`config.mk`:
```
export PLATFORM = sky130hd
export DESIGN_NAME = i2cs_slave_rx
export DESIGN_NICKNAME = d
export VERILOG_FILES = /design/src/rtl/i2cs_pkg.sv /design/src/rtl/i2cs_line_filter.sv /design/src/rtl/i2cs_bus_events.sv /design/src/rtl/i2cs_rx_flags.sv /design/src/rtl/i2cs_slave_rx.sv
export SDC_FILE = /design/constraint.sdc
export NUM_CORES = 1
export LEC_CHECK = 0
export CAP_MARGIN = 10
export CORE_ASPECT_RATIO = 1.1
export CORE_MARGIN = 5
export CORE_UTILIZATION = 40
export DETAILED_ROUTE_END_ITERATION = 10
export MAX_ROUTING_LAYER = met4
export PLACE_DENSITY = 0.62
export SLEW_MARGIN = 25
export SYNTH_ARGS = -nofsm -noshare
export SYNTH_HDL_FRONTEND = slang
export SYNTH_SLANG_ARGS = --single-unit
export TNS_END_PERCENT = 1
```
`constraint.sdc`:
```
create_clock -name clk -period 5.01 [get_ports clk]
set_input_delay 0.501 -clock clk [delete_from_list [all_inputs] [get_ports clk]]
set_output_delay 0.501 -clock clk [all_outputs]
set_load 0.05 [all_outputs]
```
`src/rtl/i2cs_pkg.sv`:
```
package i2cs_pkg;
   typedef enum logic [2:0] {
      ST_IDLE,
      ST_ADDR,
      ST_ADDR_ACK,
      ST_RX,
      ST_RX_ACK,
      ST_TX,
      ST_TX_ACK
   } slv_state_e;
endpackage

```
`src/rtl/i2cs_line_filter.sv`:
```
module i2cs_line_filter #(
   parameter int   SYNC_STAGES = 2,
   parameter int   FILT_CYC    = 4,
   parameter logic RST_VAL     = 1'b1
) (
   input  logic clk,
   input  logic rst_n,
   input  logic raw_i,
   output logic clean_o
);
   localparam int CW = $clog2(FILT_CYC + 1);

   if (SYNC_STAGES < 2) begin : g_bad_sync
      $error("SYNC_STAGES must be at least 2");
   end
   if (FILT_CYC < 1) begin : g_bad_filt
      $error("FILT_CYC must be at least 1");
   end

   logic [SYNC_STAGES-1:0] sync_q;
   logic                   synced;
   logic [CW-1:0]          cnt_q;
   logic                   out_q;

   always_ff @(posedge clk or negedge rst_n) begin
      if (!rst_n) sync_q <= {SYNC_STAGES{RST_VAL}};
      else        sync_q <= {sync_q[SYNC_STAGES-2:0], raw_i};
   end
   assign synced = sync_q[SYNC_STAGES-1];

   // A new level is taken only after FILT_CYC consecutive disagreeing cycles.
   always_ff @(posedge clk or negedge rst_n) begin
      if (!rst_n) begin
         cnt_q <= '0;
         out_q <= RST_VAL;
      end else if (synced == out_q) begin
         cnt_q <= '0;
      end else if (cnt_q == CW'(FILT_CYC - 1)) begin
         out_q <= synced;
         cnt_q <= '0;
      end else begin
         cnt_q <= cnt_q + 1'b1;
      end
   end
   assign clean_o = out_q;

   assert_glitch_hold_R10: assert property (@(posedge clk) disable iff (!rst_n)
      (synced != out_q && cnt_q != CW'(FILT_CYC - 1)) |=> $stable(out_q));
endmodule

```
`src/rtl/i2cs_bus_events.sv`:
```
module i2cs_bus_events (
   input  logic clk,
   input  logic rst_n,
   input  logic scl_i,
   input  logic sda_i,
   output logic scl_rise_o,
   output logic scl_fall_o,
   output logic start_o,
   output logic stop_o
);
   logic scl_d, sda_d;

   always_ff @(posedge clk or negedge rst_n) begin
      if (!rst_n) begin
         scl_d <= 1'b1;
         sda_d <= 1'b1;
      end else begin
         scl_d <= scl_i;
         sda_d <= sda_i;
      end
   end

   assign scl_rise_o = scl_i & ~scl_d;
   assign scl_fall_o = ~scl_i & scl_d;
   assign start_o    = scl_i & scl_d & sda_d & ~sda_i;
   assign stop_o     = scl_i & scl_d & ~sda_d & sda_i;
endmodule

```
`src/rtl/i2cs_rx_flags.sv`:
```
module i2cs_rx_flags #(
   parameter int DATA_W = 8
) (
   input  logic              clk,
   input  logic              rst_n,
   input  logic              byte_done_i,
   input  logic [DATA_W-1:0] byte_i,
   input  logic              rd_i,
   input  logic              clr_ov_i,
   input  logic              clr_if_i,
   output logic [DATA_W-1:0] buf_o,
   output logic              bf_o,
   output logic              ov_o,
   output logic              if_o,
   output logic              accept_o
);
   logic [DATA_W-1:0] buf_q;
   logic              bf_q, ov_q, if_q;
   logic              take;

   assign accept_o = ~bf_q & ~ov_q;
   assign take     = byte_done_i & accept_o;

   always_ff @(posedge clk or negedge rst_n) begin
      if (!rst_n) begin
         buf_q <= '0;
         bf_q  <= 1'b0;
         ov_q  <= 1'b0;
         if_q  <= 1'b0;
      end else begin
         if (take) buf_q <= byte_i;

         if (take)      bf_q <= 1'b1;
         else if (rd_i) bf_q <= 1'b0;

         if (byte_done_i && bf_q) ov_q <= 1'b1;
         else if (clr_ov_i)       ov_q <= 1'b0;

         if (byte_done_i)   if_q <= 1'b1;
         else if (clr_if_i) if_q <= 1'b0;
      end
   end

   assign buf_o = buf_q;
   assign bf_o  = bf_q;
   assign ov_o  = ov_q;
   assign if_o  = if_q;

   assert_full_refuse_R3: assert property (@(posedge clk) disable iff (!rst_n)
      (byte_done_i && bf_q) |=> (ov_q && $stable(buf_q)));
   assert_ov_refuse_R4: assert property (@(posedge clk) disable iff (!rst_n)
      (byte_done_i && ov_q) |=> $stable(buf_q));
   assert_irq_every_byte_R5: assert property (@(posedge clk) disable iff (!rst_n)
      byte_done_i |=> if_q);
   assert_read_empties_R6: assert property (@(posedge clk) disable iff (!rst_n)
      (rd_i && !byte_done_i) |=> !bf_q);
   assert_ov_sticky_R7: assert property (@(posedge clk) disable iff (!rst_n)
      (ov_q && !clr_ov_i) |=> ov_q);
endmodule

```
`src/rtl/i2cs_slave_rx.sv`:
```
module i2cs_slave_rx
   import i2cs_pkg::*;
#(
   parameter int DATA_W      = 8,
   parameter int FILT_CYC    = 4,
   parameter int SYNC_STAGES = 2
) (
   input  logic              clk,
   input  logic              rst_n,
   input  logic              scl_i,
   input  logic              sda_i,
   output logic              sda_pull_o,
   input  logic [DATA_W-2:0] own_addr_i,
   input  logic [DATA_W-1:0] tx_byte_i,
   input  logic              rd_buf_i,
   input  logic              clr_ov_i,
   input  logic              clr_if_i,
   output logic [DATA_W-1:0] rx_byte_o,
   output logic              buf_full_o,
   output logic              overflow_o,
   output logic              irq_o
);
   localparam int CNT_W   = $clog2(DATA_W + 1);
   localparam int N_LINES = 2;

   if (DATA_W < 4) begin : g_bad_width
      $error("DATA_W must be at least 4");
   end

   // Line conditioning: index 0 = clock line, 1 = data line
   logic [N_LINES-1:0] raw_lines, clean_lines;
   assign raw_lines = {sda_i, scl_i};

   for (genvar g = 0; g < N_LINES; g++) begin : g_line
      i2cs_line_filter #(
         .SYNC_STAGES(SYNC_STAGES),
         .FILT_CYC   (FILT_CYC),
         .RST_VAL    (1'b1)
      ) u_filt (
         .clk    (clk),
         .rst_n  (rst_n),
         .raw_i  (raw_lines[g]),
         .clean_o(clean_lines[g])
      );
   end

   logic scl_c, sda_c;
   assign scl_c = clean_lines[0];
   assign sda_c = clean_lines[1];

   logic scl_rise, scl_fall, bus_start, bus_stop;

   i2cs_bus_events u_events (
      .clk       (clk),
      .rst_n     (rst_n),
      .scl_i     (scl_c),
      .sda_i     (sda_c),
      .scl_rise_o(scl_rise),
      .scl_fall_o(scl_fall),
      .start_o   (bus_start),
      .stop_o    (bus_stop)
   );

   slv_state_e        state_q;
   logic [DATA_W-1:0] sh_q, tx_q;
   logic [CNT_W-1:0]  cnt_q;
   logic              oe_q, rw_q, acked_q, mack_q;
   logic              addr_hit, byte_end, byte_done, accept;

   assign addr_hit  = (sh_q[DATA_W-1:1] == own_addr_i);
   assign byte_end  = scl_fall && (cnt_q == CNT_W'(DATA_W));
   assign byte_done = byte_end &&
                      ((state_q == ST_ADDR && addr_hit) || state_q == ST_RX);

   i2cs_rx_flags #(.DATA_W(DATA_W)) u_flags (
      .clk        (clk),
      .rst_n      (rst_n),
      .byte_done_i(byte_done),
      .byte_i     (sh_q),
      .rd_i       (rd_buf_i),
      .clr_ov_i   (clr_ov_i),
      .clr_if_i   (clr_if_i),
      .buf_o      (rx_byte_o),
      .bf_o       (buf_full_o),
      .ov_o       (overflow_o),
      .if_o       (irq_o),
      .accept_o   (accept)
   );

   always_ff @(posedge clk or negedge rst_n) begin
      if (!rst_n) begin
         state_q <= ST_IDLE;
         sh_q    <= '0;
         tx_q    <= '0;
         cnt_q   <= '0;
         oe_q    <= 1'b0;
         rw_q    <= 1'b0;
         acked_q <= 1'b0;
         mack_q  <= 1'b0;
      end else if (bus_start) begin
         state_q <= ST_ADDR;
         cnt_q   <= '0;
         oe_q    <= 1'b0;
      end else if (bus_stop) begin
         state_q <= ST_IDLE;
         oe_q    <= 1'b0;
      end else begin
         unique case (state_q)
            ST_ADDR, ST_RX: begin
               if (scl_rise && cnt_q < CNT_W'(DATA_W)) begin
                  sh_q  <= {sh_q[DATA_W-2:0], sda_c};
                  cnt_q <= cnt_q + 1'b1;
               end else if (byte_end) begin
                  cnt_q <= '0;
                  if (state_q == ST_ADDR && !addr_hit) begin
                     state_q <= ST_IDLE;
                  end else begin
                     oe_q    <= accept;
                     acked_q <= accept;
                     if (state_q == ST_ADDR) begin
                        rw_q    <= sh_q[0];
                        state_q <= ST_ADDR_ACK;
                     end else begin
                        state_q <= ST_RX_ACK;
                     end
                  end
               end
            end
            ST_ADDR_ACK: begin
               if (scl_fall) begin
                  if (!acked_q) begin
                     state_q <= ST_IDLE;
                     oe_q    <= 1'b0;
                  end else if (rw_q) begin
                     state_q <= ST_TX;
                     oe_q    <= ~tx_byte_i[DATA_W-1];
                     tx_q    <= tx_byte_i << 1;
                     cnt_q   <= CNT_W'(1);
                  end else begin
                     state_q <= ST_RX;
                     oe_q    <= 1'b0;
                  end
               end
            end
            ST_RX_ACK: begin
               if (scl_fall) begin
                  oe_q    <= 1'b0;
                  state_q <= ST_RX;
               end
            end
            ST_TX: begin
               if (scl_fall) begin
                  if (cnt_q == CNT_W'(DATA_W)) begin
                     oe_q    <= 1'b0;
                     state_q <= ST_TX_ACK;
                  end else begin
                     oe_q  <= ~tx_q[DATA_W-1];
                     tx_q  <= tx_q << 1;
                     cnt_q <= cnt_q + 1'b1;
                  end
               end
            end
            ST_TX_ACK: begin
               if (scl_rise) begin
                  mack_q <= ~sda_c;
               end else if (scl_fall) begin
                  if (mack_q) begin
                     state_q <= ST_TX;
                     oe_q    <= ~tx_byte_i[DATA_W-1];
                     tx_q    <= tx_byte_i << 1;
                     cnt_q   <= CNT_W'(1);
                  end else begin
                     state_q <= ST_IDLE;
                  end
               end
            end
            default: state_q <= ST_IDLE;
         endcase
      end
   end

   assign sda_pull_o = oe_q;

   assert_ack_on_accept_R1: assert property (@(posedge clk) disable iff (!rst_n)
      (byte_done && accept && !bus_start && !bus_stop) |=> sda_pull_o);
   assert_idle_quiet_R8: assert property (@(posedge clk) disable iff (!rst_n)
      (state_q == ST_IDLE) |-> !sda_pull_o);
   assert_release_for_master_ack_R9: assert property (@(posedge clk) disable iff (!rst_n)
      (state_q == ST_TX_ACK) |-> !sda_pull_o);
   assert_stop_idles_R11: assert property (@(posedge clk) disable iff (!rst_n)
      (bus_stop && !bus_start) |=> (state_q == ST_IDLE));
endmodule

```
Word-level counts from Yosys, hierarchy flattened:

Index checks and enable logic that the tools add are counted.
W data, S select, Z words.

* flip-flop bits (word level): 52
* latch bits: 0
* RAM bits: 0
* ROM bits: 0
* bits of input ports: 22
* output and inout bits: 12
* logic and storage cells: 175
* memories kept: 0

* $add $sub $neg: 3
* $mul: 0
* divide/modulo/power cells: 0
* magnitude comparators: 1
* equal/unequal tests: 40
* shifts and indexed selects: 0
* muxes and demuxes: 63
* bitwise gates (word level): 23
* reductions and logical operators: 25

Operator list (number)
* $mux W8: 8
* $mux W3: 19
* $mux W4: 12
* $ne A4 B4 Y1 const B: 11
* $ne A3 B3 Y1 const B: 8
* $pmux W8 S3: 1
* $reduce_and A11 Y1: 2
* $mux W1: 20
* $ne A2 B2 Y1 const B: 9
* $pmux W4 S4: 1
* $pmux W3 S5: 1
* $not A1 Y1: 14
* $eq A3 B2 Y1 const B: 4
* $reduce_and A10 Y1: 1
* $and A1 B1 Y1: 9
* $eq A3 B3 Y1 const B: 3
* $reduce_and A4 Y1: 2
* $reduce_and A8 Y1: 1
* $eq A7 B7 Y1: 1
* $reduce_and A7 Y1: 1
* $reduce_bool A7 Y1: 1
* $add A3 B1 Y3 const B: 2
* $logic_and A1 B1 Y1: 6
* $reduce_and A6 Y1: 1
* other kinds (13): 17

Depth between registers and ports, before layout:

* depth after elaboration: 9
* mapped depth: 8
* depth with buffers taken out: 7

Cells and area by module:

Synthesis repeated with hierarchy kept, for this count alone.

* cell total of the unflattened synthesis: 228
* area total of the unflattened synthesis: 2577.5 µm²

By module, submodules not included
* i2cs_slave_rx: instances 1, cells an instance 168, area an instance 1627.8 µm², seq. area each 650.6 µm²
* i2cs_line_filter: instances 2, cells an instance 13, area an instance 220.2 µm², seq. area each 153.9 µm²
* i2cs_rx_flags: instances 1, cells an instance 28, area an instance 424.2 µm², seq. area each 275.3 µm²
* i2cs_bus_events: instances 1, cells an instance 6, area an instance 85.1 µm², seq. area each 52.6 µm²

Worst setup path before layout:

Ideal clock, no wire load.

* kind: input-to-reg
* start: input port own_addr_i[1]
* end: register u_flags.buf_q[0] (netlist: u_flags.buf_o[0])
* setup time: 125 ps
* arrival time: 1666 ps
* required time: 4885 ps
* slack: 3219 ps
* stages: 5
* path buffers: 1
* cells stage by stage: xor2_1 -> nor4_4 -> o2111a_1 -> buf_6 -> mux2_4

* longest elaborated chain between the ends: 5

RTL lines
* start: declaration: RTL line i2cs_slave_rx.sv:13 `input logic [DATA_W-2:0] own_addr_i,`
* $eq A7 B7 Y1: RTL line i2cs_slave_rx.sv:70 `assign addr_hit = (sh_q[DATA_W-1:1] == own_addr_i);`
* $logic_and A1 B1 Y1: RTL line i2cs_slave_rx.sv:73 `((state_q == ST_ADDR && addr_hit) || state_q == ST_RX);`
* $logic_or A1 B1 Y1: RTL line i2cs_slave_rx.sv:73
* $logic_and A1 B1 Y1: RTL line i2cs_slave_rx.sv:72 `assign byte_done = byte_end &&`
* $and A1 B1 Y1: RTL line i2cs_rx_flags.sv:22 `assign take = byte_done_i & accept_o;`
* end signal: assignment: RTL line i2cs_rx_flags.sv:31 `if (take) buf_q <= byte_i;`
* end: declaration: RTL line i2cs_rx_flags.sv:17 `logic [DATA_W-1:0] buf_q;`

No other way between the ends.
A chain may end at the register's enable or synchronous reset.

Final worst setup path:

* start: input port own_addr_i[4]
* end: register u_flags.buf_q[6] (netlist: u_flags.buf_o[6])

Same word-level chain as after synthesis.

==> metrics.md <==
| Metric | Value |
|---|---|
| Synth Area in Compound Gates | 0.1243 |
| CTS tree | yes |
| Antenna-violating nets left | 0 |
| Syn Std Cell Area | 2587 sq um |
| PwrDens | 395.0 nW/um^2 |
| Post-Synth XOR/XNOR Area | 0.03723 |
| EDFF count, synth | 0 |
| Post-CTS sizing | 0 |
| Share of layout cells above drive strength 1 | 0.1783 |
| Row Count | 30 |
| Syn Inst Count | 226 |
| Routability congestion estimate | 0.8750 |
| Overall Power | 1201 uW |
| Tightest Pin Transition | 804.7 ps |
| CTS clk-pin slew, worst paths | 100 ps |
| Mux contribution to synthesized area | 0.1214 |
| Hold WC Path Type | in -> async |
| Layout Area Growth over Synthesis | 17.46% |
| Clock sink total | 51 |
| VDD IR max | 0.0001705 V |
| Most frequent cells in the layout | 43 x dfrtp_1, 32 x clkdlybuf4s50_1, 12 x o21ai_0, 12 x nand2_1, 11 x mux2_2 |
| Post-cts hold buffer count | 0 |
| Max-slew violation total from the final report | 0 |
| Grt total ovfl | 0 |
| Register area share after synthesis | 0.4971 |
| #FFs+latches synth | 51 |
| Largest family of logic cells by synthesized area | simple AND/OR/NAND/NOR gates |
| Reg2reg setup slack | 2830 ps |
| Diodes inserted | 0 |
| First-pass DRT Iterations | 5 |
| Ys async rst share | 1.000 |
| Most common cell after layout, fill and taps aside | dfrtp_1 |
| Worst Path Required | 5200 ps |
| Max Clk Rate | 436.7 MHz |
| Setup repair bufs after CTS | 0 |
| Drt via density | 5.249 |
| Worst setup EP type | flop |
| Die X | 86.69 microns |
| Max Root-Sink Buffers | 2 |
| Main flop type after synthesis | dfrtp_1 |
| Crit-path max FO | 9 |
| Vias | 1,774 |
| Core area | 6231 sq um |
| Crit-path slowest cell | o2111a_1 |
| Final nets | 283 |
| Worst skew pair latency | 300 ps |
| Status | finished clean |
| Design area | 3039 sq um |
| Root Buffer | clkbuf_8 |
| Syn_nets | 252 |
| Final Core Density | 0.4878 |
| Buffers on Ports | 33 |
| Synth Area in Simple Gates | 0.1620 |
| Htree depth | 2 |
| Final setup TNS | 0 ps |
| Placed Area | 2950 sq um |
| DIE AREA | 8179 sq um |
| Post-Synth Adder-Cell Area | 0.01934 |
| DRC Markers | 0 |
| Worst Skew | 7.508 ps |
| First-pass GRT wire length | 8418 microns |
| Period utilization | 0.4571 |
| Worst path max stage delay | 610 ps |
| CTS Buf Count | 5 |
| Vias in the first global route | 1,780 |
| Syn avg cell area | 11.45 sq um |
| Max Cap Viol | 0 |
| Hold violation total from the final report | 0 |
| Gr usage total | 0.1340 |
| Cell variety after synth | 55 |
| Area occupied by multi-input gates | 1201 sq um |
| Unrepaired setup endpoints after global routing | false |
| Die Ht | 94.36 microns |
| Fill cell count | 590 |
| Critical path arrival | 2480 ps |
| 1st-iter DRT viols | 81 |
| YS warnings | 0 |
| DP HPWL | 3495 microns |
| Wire per inst | 14.51 microns |
| Critical path start-end classification | in -> reg |
| Starting Density | 0.4153 |
| Final Setup Violations | 0 |
| Slew HR | 0.4599 |
| CP Cell Sequence | clkdlybuf4s50_1 > xnor2_1 > nand4_1 > nor4_4 > o2111a_1 > mux2_4 |
| Min Tclk post-route | 2290 ps |
| Pleak | 0.001291 uW |
| I/O pin cnt | 34 |
| Register area | 1286 sq um |
| Initial antenna violation count | 0 |
| Drt total wl | 4905 microns |
| Largest net degree at the start of global routing | 52 |
| Worst Setup Start Kind | input port |
==> power breakdown <==
group	internal, uW	switching (uW)	leakage, uW
clock	97.6	136	0.0000418
combinational	169	172	0.000605
sequential	519	107	0.000644
==> cells in the mapped netlist (all sizes together), types with 7 or more instances <==
library cell | n | area share
a21oi | 7 | 0.014
buf | 9 | 0.026
dfrtp | 43 | 0.42
dfstp | 8 | 0.081
inv | 8 | 0.012
mux2 | 19 | 0.094
mux2i | 7 | 0.027
nand2 | 14 | 0.022
nand3 | 8 | 0.015
nor2 | 10 | 0.016
nor2b | 7 | 0.017
o21ai | 16 | 0.031
xnor2 | 8 | 0.027
==> final timing paths <==
path                                                 startpoint                                   end  cells after the start
setup reg to reg                         state_q[0]$_DFFE_PN0P_          u_flags.buf_o[6]$_DFFE_PN0P_                      4
setup / recovery                                  own_addr_i[4]          u_flags.buf_o[6]$_DFFE_PN0P_                      6
hold reg to reg            g_line[0].u_filt.sync_q[0]$_DFF_PN1_  g_line[0].u_filt.sync_q[1]$_DFF_PN1_                      0
hold / removal                                            rst_n                   tx_q[3]$_DFFE_PN0P_                      2
min in group clk           g_line[0].u_filt.sync_q[0]$_DFF_PN1_  g_line[0].u_filt.sync_q[1]$_DFF_PN1_                      0
max in group asynchronous                                 rst_n                state_q[0]$_DFFE_PN0P_                      2
==> cell type report <==
cell class | count | area share
Clock inverter | 3 | 0.006587
Inverter | 8 | 0.009881
Timing Repair Buffer | 34 | 0.1095
Multi-Input combinational cell | 157 | 0.3952
Tap cell | 80 | 0.03294
Clock buffer | 5 | 0.02264
Sequential cell | 51 | 0.4232
==> registers in the layout, indices dropped and copies added (netlist names) <==
register and count:
g_line.u_filt.cnt_q 6, u_flags.buf_o 8, u_flags.if_o 1, u_flags.ov_o 1, g_line.u_filt.sync_q 4, sh_q 8, u_flags.bf_o 1, u_events.scl_d 1
sda_pull_o 1, state_q 3, cnt_q 4, u_events.sda_d 1, mack_q 1, acked_q 1, g_line.u_filt.clean_o 2, rw_q 1
tx_q 7
==> metrics by stage <==
| stage | worst slack (ps) | instances | hold slack [ps] |
|---|---|---|---|
| 3_5_place_dp | 2406 | 330 | 347.2 |
| 2_1_floorplan | 3219 | 226 | 205.4 |
| 4_1_cts | 2740 | 338 | 324.8 |
| 5_1_grt | 2597 | 338 | 348.9 |
| 3_3_place_gp | 2451 | 330 | 345.5 |
| 6_report | 2720 | 338 | 294.0 |
==> worst max-delay path: cells and delay by family <==
kind	cells	cell delay [ps]
compound gates	1	610
xor+xnor	1	120
buf+inv	1	470
mux	1	350
simple gates	2	430
==> layer usage <==
| layer | share of wire | global-route usage | vias to the layer above |
|---|---|---|---|
| met5 | 0 | - | - |
| met4 | 0.011 | 0.04935 | 0 |
| met3 | 0.035 | 0.02967 | 4 |
| met2 | 0.47 | 0.2041 | 32 |
| met1 | 0.48 | 0.1752 | 861 |
| li1 | - | - | 877 |
==> cells by family (layout without fill, tap and decap cells) <==
logic type,count (synthesis),count (layout)
AOI/OAI and AO/OA,47,47
and+or+nand+nor,69,69
muxes,26,26
xor gates and xnor gates,11,11
buffers and inverters,18,50
DFF,51,51
adders and majority gates,4,4
(Power assumes the default switching activity.)
